### src/rtl/pm_wake_pkg.sv
package pm_wake_pkg;
  localparam int unsigned FIX_SLP  = 0;
  localparam int unsigned FIX_RTC  = 1;
  localparam int unsigned FIX_PWR  = 2;
  localparam int unsigned FIX_TMR  = 3;
  localparam int unsigned FIX_N    = 4;
  localparam int unsigned FIX_WAKE = 3;

  typedef struct packed {
    logic tmr;
    logic pwr;
    logic rtc;
    logic slp;
  } fix_evt_t;
endpackage

### src/rtl/pm_stat_cell.sv
module pm_stat_cell (
  input  logic clk_i,
  input  logic rst_ni,
  input  logic set_i,
  input  logic clr_i,
  output logic q_o
);
  logic q_q;
  logic q_d;
  logic upd;

  always_comb begin
    upd = set_i | clr_i;
    q_d = set_i ? 1'b1 : 1'b0;
  end

  always_ff @(posedge clk_i or negedge rst_ni) begin
    if (!rst_ni) begin
      q_q <= 1'b0;
    end else if (upd) begin
      q_q <= q_d;
    end
  end

  assign q_o = q_q;

  p_set_wins_r8: assert property (@(posedge clk_i) disable iff (!rst_ni)
    set_i |=> q_o);
  p_w1c_r7: assert property (@(posedge clk_i) disable iff (!rst_ni)
    (clr_i && !set_i) |=> !q_o);
  p_hold_r7: assert property (@(posedge clk_i) disable iff (!rst_ni)
    (!clr_i && !set_i) |=> $stable(q_o));
endmodule

### src/rtl/pm_wake_agg.sv
module pm_wake_agg #(
  parameter int unsigned WAKE_W = 11
) (
  input  logic              clk_i,
  input  logic              rst_ni,
  input  logic [WAKE_W-1:0] wake_set_i,
  input  logic              clr_i,
  output logic              wake_o,
  output logic              req_o
);
  logic any_set;
  logic wake_q, wake_d;
  logic req_q, req_d;
  logic upd;

  always_comb begin
    any_set = |wake_set_i;
    upd     = any_set | clr_i;
    wake_d  = any_set;
    req_d   = (any_set | (wake_q & ~clr_i)) & ~wake_q;
  end

  always_ff @(posedge clk_i or negedge rst_ni) begin
    if (!rst_ni) begin
      wake_q <= 1'b0;
    end else if (upd) begin
      wake_q <= wake_d;
    end
  end

  always_ff @(posedge clk_i or negedge rst_ni) begin
    if (!rst_ni) begin
      req_q <= 1'b0;
    end else begin
      req_q <= req_d;
    end
  end

  assign wake_o = wake_q;
  assign req_o  = req_q;

  p_req_pulse_r10: assert property (@(posedge clk_i) disable iff (!rst_ni)
    req_o |=> !req_o);
  p_req_rise_r10: assert property (@(posedge clk_i) disable iff (!rst_ni)
    req_o |-> wake_o);
  p_no_spurious_wake_r5: assert property (@(posedge clk_i) disable iff (!rst_ni)
    (!wake_o && !any_set) |=> !wake_o);
endmodule

### src/rtl/pm_irq_merge.sv
module pm_irq_merge #(
  parameter int unsigned SRC_W = 12
) (
  input  logic [SRC_W-1:0] stat_i,
  input  logic [SRC_W-1:0] en_i,
  output logic             irq_o
);
  logic [SRC_W-1:0] hit;

  always_comb begin
    hit   = stat_i & en_i;
    irq_o = |hit;
  end
endmodule

### src/rtl/pm_wake_sci.sv
module pm_wake_sci
  import pm_wake_pkg::*;
#(
  parameter int unsigned GEN_W = 8
) (
  input  logic                     clk_i,
  input  logic                     rst_ni,
  input  logic [GEN_W-1:0]         gen_evt_i,
  input  logic                     slpbtn_evt_i,
  input  logic                     rtc_evt_i,
  input  logic                     pwrbtn_evt_i,
  input  logic                     tmr_ovf_i,
  input  logic [GEN_W+FIX_N-1:0]   src_en_i,
  input  logic                     wr_en_i,
  input  logic [GEN_W+FIX_N:0]     wr_data_i,
  output logic [GEN_W+FIX_N:0]     stat_o,
  output logic                     wake_req_o,
  output logic                     sci_o
);
  localparam int unsigned SRC_W  = GEN_W + FIX_N;
  localparam int unsigned REG_W  = SRC_W + 1;
  localparam int unsigned WAKE_W = GEN_W + FIX_WAKE;
  localparam int unsigned IDX_W  = SRC_W;

  fix_evt_t         fix_evt;
  logic [SRC_W-1:0] evt_all;
  logic [SRC_W-1:0] set_v;
  logic [SRC_W-1:0] clr_v;
  logic [SRC_W-1:0] src_stat;
  logic [WAKE_W-1:0] wake_set;
  logic             wake_clr;
  logic             wake_flag;

  always_comb begin
    fix_evt.slp = slpbtn_evt_i;
    fix_evt.rtc = rtc_evt_i;
    fix_evt.pwr = pwrbtn_evt_i;
    fix_evt.tmr = tmr_ovf_i;
    evt_all     = {fix_evt, gen_evt_i};
    clr_v       = wr_en_i ? wr_data_i[SRC_W-1:0] : '0;
    wake_clr    = wr_en_i & wr_data_i[IDX_W];
    wake_set    = evt_all[WAKE_W-1:0] & src_en_i[WAKE_W-1:0];
  end

  for (genvar i = 0; i < SRC_W; i++) begin : g_src
    if (i < GEN_W) begin : g_gated
      assign set_v[i] = evt_all[i] & src_en_i[i];
    end else begin : g_always
      assign set_v[i] = evt_all[i];
    end

    pm_stat_cell u_cell (
      .clk_i  (clk_i),
      .rst_ni (rst_ni),
      .set_i  (set_v[i]),
      .clr_i  (clr_v[i]),
      .q_o    (src_stat[i])
    );
  end

  pm_wake_agg #(.WAKE_W(WAKE_W)) u_agg (
    .clk_i      (clk_i),
    .rst_ni     (rst_ni),
    .wake_set_i (wake_set),
    .clr_i      (wake_clr),
    .wake_o     (wake_flag),
    .req_o      (wake_req_o)
  );

  pm_irq_merge #(.SRC_W(SRC_W)) u_irq (
    .stat_i (src_stat),
    .en_i   (src_en_i),
    .irq_o  (sci_o)
  );

  assign stat_o = {wake_flag, src_stat};

  p_btn_latch_r3: assert property (@(posedge clk_i) disable iff (!rst_ni)
    (slpbtn_evt_i || rtc_evt_i || pwrbtn_evt_i) |=> |stat_o[GEN_W+FIX_PWR:GEN_W+FIX_SLP]);
  p_tmr_latch_r5: assert property (@(posedge clk_i) disable iff (!rst_ni)
    tmr_ovf_i |=> stat_o[GEN_W+FIX_TMR]);
  p_gen_gate_r2: assert property (@(posedge clk_i) disable iff (!rst_ni)
    (gen_evt_i[0] && !src_en_i[0] && !stat_o[0]) |=> !stat_o[0]);
  p_sci_hold_r9: assert property (@(posedge clk_i) disable iff (!rst_ni)
    (sci_o && !wr_en_i) ##1 $stable(src_en_i) |-> sci_o);
  p_rst_quiet_r1: assert property (@(posedge clk_i)
    !rst_ni |=> (rst_ni || (stat_o == '0 && !wake_req_o)));
endmodule

### config.mk
export PLATFORM = sky130hd
export DESIGN_NAME = pm_wake_sci
export DESIGN_NICKNAME = d
export VERILOG_FILES = /design/src/rtl/pm_wake_pkg.sv /design/src/rtl/pm_stat_cell.sv /design/src/rtl/pm_wake_agg.sv /design/src/rtl/pm_irq_merge.sv /design/src/rtl/pm_wake_sci.sv
export SDC_FILE = /design/constraint.sdc
export NUM_CORES = 1
export LEC_CHECK = 0
export ABC_AREA = 1
export BUFFER_PORTS_ARGS = -buffer_cell sky130_fd_sc_hd__buf_2
export CAP_MARGIN = 15
export CORE_MARGIN = 8
export CORE_UTILIZATION = 41
export CTS_BUF_LIST = sky130_fd_sc_hd__clkbuf_4 sky130_fd_sc_hd__clkbuf_8 sky130_fd_sc_hd__clkbuf_16
export CTS_CLUSTER_DIAMETER = 40
export CTS_CLUSTER_SIZE = 12
export DETAILED_ROUTE_END_ITERATION = 12
export PLACE_DENSITY = 0.77
export SYNTH_ARGS = -nofsm -noshare
export SYNTH_HDL_FRONTEND = slang
export SYNTH_HIERARCHICAL = 1
export SYNTH_SLANG_ARGS = --single-unit
### constraint.sdc
create_clock -name clk_i -period 1.1 [get_ports clk_i]
set_input_delay 0.22 -clock clk_i [delete_from_list [all_inputs] [get_ports clk_i]]
set_output_delay 0.22 -clock clk_i [all_outputs]
set_load 0.005 [all_outputs]
**Yosys cells after proc, flatten, opt, wreduce, memory -nomap -nowiden**

Index checks and enable logic that the tools add are counted.

- Register bits: 14
- Word-level logic and storage cells: 58
- Input port bits: 40
- Output and inout bits: 15

- Mux-type cells: 13
- Bitwise gates (word level): 29
- Reduce and logical (&&, ||, !) cells: 2

Operators by type and width:

| cell | count |
|---|---|
| 1-bit bitwise OR | 14 |
| 12-bit AND | 1 |
| 1-bit 2-to-1 mux | 12 |
| 12-bit 2-to-1 mux | 1 |
| 12-bit OR reduction | 1 |
| 1-bit AND | 11 |
| 11-bit AND | 1 |
| 11-bit OR reduction | 1 |
| 1-bit NOT | 2 |

**Depth between registers and ports, before layout**

- Depth after elaboration: 5
- Depth in mapped cells: 6
- Gate-level depth less buffers: 6

**Modules after synthesis**

Netlist, hierarchy kept.

Modules (own cells, without submodules):

| module | cells an instance | seq. area each (um2) | instances | area an instance (um2) |
|---|---|---|---|---|
| pm_stat_cell | 5 | 25.0 | 12 | 40.0 |
| pm_wake_sci | 50 | 0.0 | 1 | 198.9 |
| pm_wake_agg | 16 | 50.0 | 1 | 112.6 |
| pm_irq_merge | 22 | 0.0 | 1 | 83.8 |

**Least setup slack after synthesis**

Ideal clock, no wire load.

- Path type: register to output
- Start point: reg g_src[5].u_cell.q_q
- End point: out sci_o
- Path buffers: 0
- Arrival: 0.667 ns
- Data required time: 0.880 ns
- Cell stages (with the launch flop): 5
- Slack: 0.213 ns
- Path through: dfrtp_1 nand2_1 nand2_1 nor2_1 nand3_1

- Longest elaborated chain between the ends: 2

RTL lines:

| element | RTL line | RTL |
|---|---|---|
| start, declared | pm_stat_cell.sv:8 | `logic q_q;` |
| start signal, assigned | pm_stat_cell.sv:21 | `q_q <= q_d;` |
| 12-bit AND | pm_irq_merge.sv:11 | `hit = stat_i & en_i;` |
| 12-bit OR reduction | pm_irq_merge.sv:12 | `irq_o = \|hit;` |
| end, declared | pm_wake_sci.sv:18 | `output logic sci_o` |

No other way between the ends.

**Worst setup path in the final report**

- Start point: reg g_src[0].u_cell.q_q
- End point: out sci_o

- Longest elaborated chain between the ends: 2

RTL lines:

| element | RTL line |
|---|---|
| start, declared | pm_stat_cell.sv:8 |
| start signal, assigned | pm_stat_cell.sv:21 |
| 12-bit AND | pm_irq_merge.sv:11 |
| 12-bit OR reduction | pm_irq_merge.sv:12 |

No other way between the ends.

==> impl_table.tex <==
\begin{tabular}{lr}
\hline
Metric & Value \\
\hline
\multicolumn{2}{l}{\textbf{Run status}} \\
Result of the run & complete, but fails checks \\
Failing checks & negative setup slack \\
\multicolumn{2}{l}{\textbf{Clock network}} \\
Buffer type at the clock tree root & sky130\_fd\_sc\_hd\_\_clkbuf\_4 \\
Number of buffers created by CTS & 3 \\
Skew-Pair Late Insertion Delay & approximately 0.27 ns \\
TritonCTS clock tree & done \\
Clock sink count & 14 \\
Number of buffers on the longest clock path & 2 \\
Clock input transition at the sequential cells of the worst setup and hold paths & roughly 0.09 ns \\
Number of H-tree levels & 1 \\
\multicolumn{2}{l}{\textbf{Timing}} \\
Slew Limit Fails & 0 \\
Top achievable clock speed & between 700 and 800 MHz \\
Min Clock Period, post-route & approximately 1.3 ns \\
Final Hold Violating Endpoints & 0 \\
Layout Skew & about 0.000078 ns \\
Period Utilization, post-route & 120.0\% \\
Rel. slew slack & between 70 and 80\% \\
Number of failing setup endpoints in the final timing report & 6 \\
RSZ-0062 raised after global routing & true \\
Final setup slack of the worst path & -0.2195 ns \\
Hold WS & between 0.1 and 0.15 ns \\
Actual transition at the worst max-transition pin & around 0.33 ns \\
\multicolumn{2}{l}{\textbf{GRT}} \\
Largest net degree at the start of global routing & 15 \\
Gr usage total & approximately an eighth \\
Initial antenna violation count & 0 \\
Wire length of the first global-routing pass & between 4000 and 5000 um \\
Remaining Overflow, GRT & 0 \\
Vias in the first global route & a little under 1000 \\
\multicolumn{2}{l}{\textbf{Setup path}} \\
Maximum fanout along the worst path & 2 \\
Path type of the worst setup path & register to output pin \\
Category of the worst setup path capture point & output pin \\
Timing startpoint of the critical path & g\_src[0].u\_cell/q\_o\$\_DFFE\_PN0P\_ \\
Category of the worst setup path launch point & register \\
Data arrival time of the critical path & 1.10 ns \\
Data required time of the critical path & 0.88 ns \\
Reg-to-Reg Start & g\_src[11].u\_cell/q\_o\$\_DFFE\_PN0P\_ \\
\multicolumn{2}{l}{\textbf{Logic synthesis}} \\
Synth warnings & 6 \\
Sequential-to-total area share from yosys stat & 40.00\% \\
Synthesized area divided by synthesized cell count & 5.918 um\^{}2 \\
Area share of the leading cell type in the synthesized netlist & around 40\% \\
EDFF count, synth & 0 \\
Synthesized netlist cell count & 148 \\
Most numerous cell types in the synthesized netlist & sky130\_fd\_sc\_hd\_\_nand2\_1, sky130\_fd\_sc\_hd\_\_inv\_1, sky130\_fd\_sc\_hd\_\_dfrtp\_1 \\
Most common cell in the netlist & sky130\_fd\_sc\_hd\_\_nand2\_1 \\
Async set-or-reset flop fraction in the synthesized netlist & between 90\% and 100\% \\
Flip-flop cell with the highest count after synthesis & sky130\_fd\_sc\_hd\_\_dfrtp\_1 \\
Syn Nets & approximately 190 \\
Top post-synthesis cells by area & sky130\_fd\_sc\_hd\_\_dfrtp\_1, sky130\_fd\_sc\_hd\_\_nand2\_1, sky130\_fd\_sc\_hd\_\_inv\_1 \\
Flip-flop and latch count after synthesis & 14 \\
Post-Syn Area & about 880 um\^{}2 \\
Cell type with the highest aggregate area in the netlist & sky130\_fd\_sc\_hd\_\_dfrtp\_1 \\
Post-synth cell types & 10 \\
\multicolumn{2}{l}{\textbf{Power and ir drop}} \\
Power per Cell Area & 977.3 mW/mm\^{}2 \\
Clk pwr share & 23.7\% \\
Flop pwr share & between 40\% and 50\% \\
Share of total power consumed by net switching & 29.37\% \\
Internal portion of total power & between 0.0008 and 0.0009 W \\
Leakage power & between 0.9 and 1 nW \\
IR Drop Worst-Case VDD & roughly 0.65 mV \\
Combinational power share & approximately 28\% \\
Power dissipated by switching net loads & approximately 0.00036 W \\
\multicolumn{2}{l}{\textbf{Placement}} \\
Placer's final routability congestion estimate & 0.7270 \\
Worst setup slack after placement & about 0.07 ns \\
Cell area after placement & about 0.0012 mm\^{}2 \\
Number of buffers inserted by port buffering & 54 \\
Post-detailed-placement half-perimeter wirelength & just under 2000 um \\
\multicolumn{2}{l}{\textbf{Finish}} \\
Antenna diodes & 0 \\
Share of cells above drive strength 1 & a little under a third \\
Filler cell count in the final layout & 194 \\
Total number of nets in the final design & approximately 250 \\
Area of all placed cells without fillers & between 0.001 and 0.0015 mm\^{}2 \\
Relative area change from synthesis to final layout & 42.86\% \\
\multicolumn{2}{l}{\textbf{Drt}} \\
Final antenna-violating net count & 0 \\
Avg WL per Cell & approximately 10 um \\
Detailed-route wire length & 2384 um \\
Total DRC errors in the routed layout & 0 \\
Via-to-Cell Ratio & 4.034 \\
Number of detailed-route iterations in the first pass & 4 \\
Via count & between 900 and 1000 \\
Drt initial violations & 38 \\
\multicolumn{2}{l}{\textbf{Die}} \\
Initial Util & between 40\% and 50\% \\
Core box area & approximately 0.0020 mm\^{}2 \\
Height of the die & 62.22 um \\
Die area & 0.003871 mm\^{}2 \\
Width of the die & between 60 and 70 um \\
Std-Cell Rows & 16 \\
Top Ports & between 50 and 60 \\
\multicolumn{2}{l}{\textbf{Hold path}} \\
HP Start & tmr\_ovf\_i \\
Hold WC Path Type & input pin to register \\
\multicolumn{2}{l}{\textbf{Flow run}} \\
Max-cap viol count & 0 \\
\hline
\end{tabular}
## critical path, cell delays in order, from the launching register on
cell,delay [ns]
sky130_fd_sc_hd__dfrtp_1,0.38
sky130_fd_sc_hd__nand2_1,0.08
sky130_fd_sc_hd__nand2_1,0.06
sky130_fd_sc_hd__nor2_1,0.10
sky130_fd_sc_hd__nand3_1,0.07
sky130_fd_sc_hd__buf_2,0.13
## layout make-up
cell class / count / area (um^2) / area share (%)
clock buffer: 3 / 22.52 / 1.800
multi-input combinational: 82 / 319.1 / 25.50
timing repair buffer: 60 / 337.8 / 27.00
inverter: 50 / 187.7 / 15.00
tap: 27 / 33.78 / 2.700
sequential: 14 / 350.3 / 28.00
## metal layers
layer	GRT usage, %	share of wire (%)	vias to the layer above
met4	2.624	0	0
met5	0	0	-
li1	-	-	520
met3	5.914	11	0
met1	14.81	48	386
met2	18.24	41	46
## flip-flops by register name, summed over array words and instances, names as in the netlist
name / cells
u_agg/req_o: 1
u_agg/wake_o: 1
g_src.u_cell/q_o: 12
## worst paths after layout
| path | end | cells past startpoint | slack [ns] |
|---|---|---|---|
| worst max-delay path | sci_o | 5 | -0.22 |
| worst min-delay path | g_src[11].u_cell/q_o$_DFFE_PN0P_ | 3 | 0.14 |
| worst max register to register | g_src[11].u_cell/q_o$_DFFE_PN0P_ | 3 | 0.36 |
| worst min register to register | u_agg/req_o$_DFF_PN0_ | 1 | 0.47 |
| max in group asynchronous | g_src[2].u_cell/q_o$_DFFE_PN0P_ | 2 | 0.48 |
| min in group asynchronous | g_src[10].u_cell/q_o$_DFFE_PN0P_ | 2 | 0.37 |
## cells by family (layout without fill, tap and decap cells)
family / after synthesis / in the layout / share of synthesized area, %
AOI/OAI and AO/OA: 1 / 1 / 0.5709
buffers and inverters: 52 / 113 / 23.57
DFF: 14 / 14 / 40.00
and+or+nand+nor: 81 / 81 / 35.86
## power by group through the flow
stage | Clock [W] | Combinational, W | Sequential (W)
2_1_floorplan | 0 | 0.000139 | 0.000603
3_3_place_gp | 0 | 0.000294 | 0.000596
3_5_place_dp | 0 | 0.000300 | 0.000600
4_1_cts | 0.000292 | 0.000347 | 0.000586
5_1_grt | 0.000319 | 0.000396 | 0.000593
6_report | 0.000290 | 0.000345 | 0.000587
## per-stage QoR
stage	TNS (ns)	instances	utilization, %	power [W]
after detailed placement	0	227	58.59	0.0008999
final	-0.3479	236	63.13	0.001223
after global routing	-0.6180	236	63.13	0.001307
after floorplan	0	148	-	0.0007426
after CTS	-0.3767	236	62.94	0.001226
after global placement	0	227	58.59	0.0008893
## timing repair
item | in CTS | in global routing
pin swaps | 4 | 4
hold buffers | 1 | 0
resized for setup | 3 | 2
setup endpoints to repair | 1 | 6
setup buffers | 5 | 2
endpoints found under the hold margin | 14 | 0
## cells in the final DEF (no fill, tap or decap), drive strengths merged
cell type | Yosys | final
dlygate4sd3 | 0 | 1
inv | 50 | 50
a21oi | 1 | 1
dfrtp | 14 | 14
nor2 | 9 | 9
clkbuf | 0 | 3
nand2 | 69 | 69
and2 | 1 | 1
nand3 | 2 | 2
buf | 2 | 59
Power figures use the tool's default switching activity.
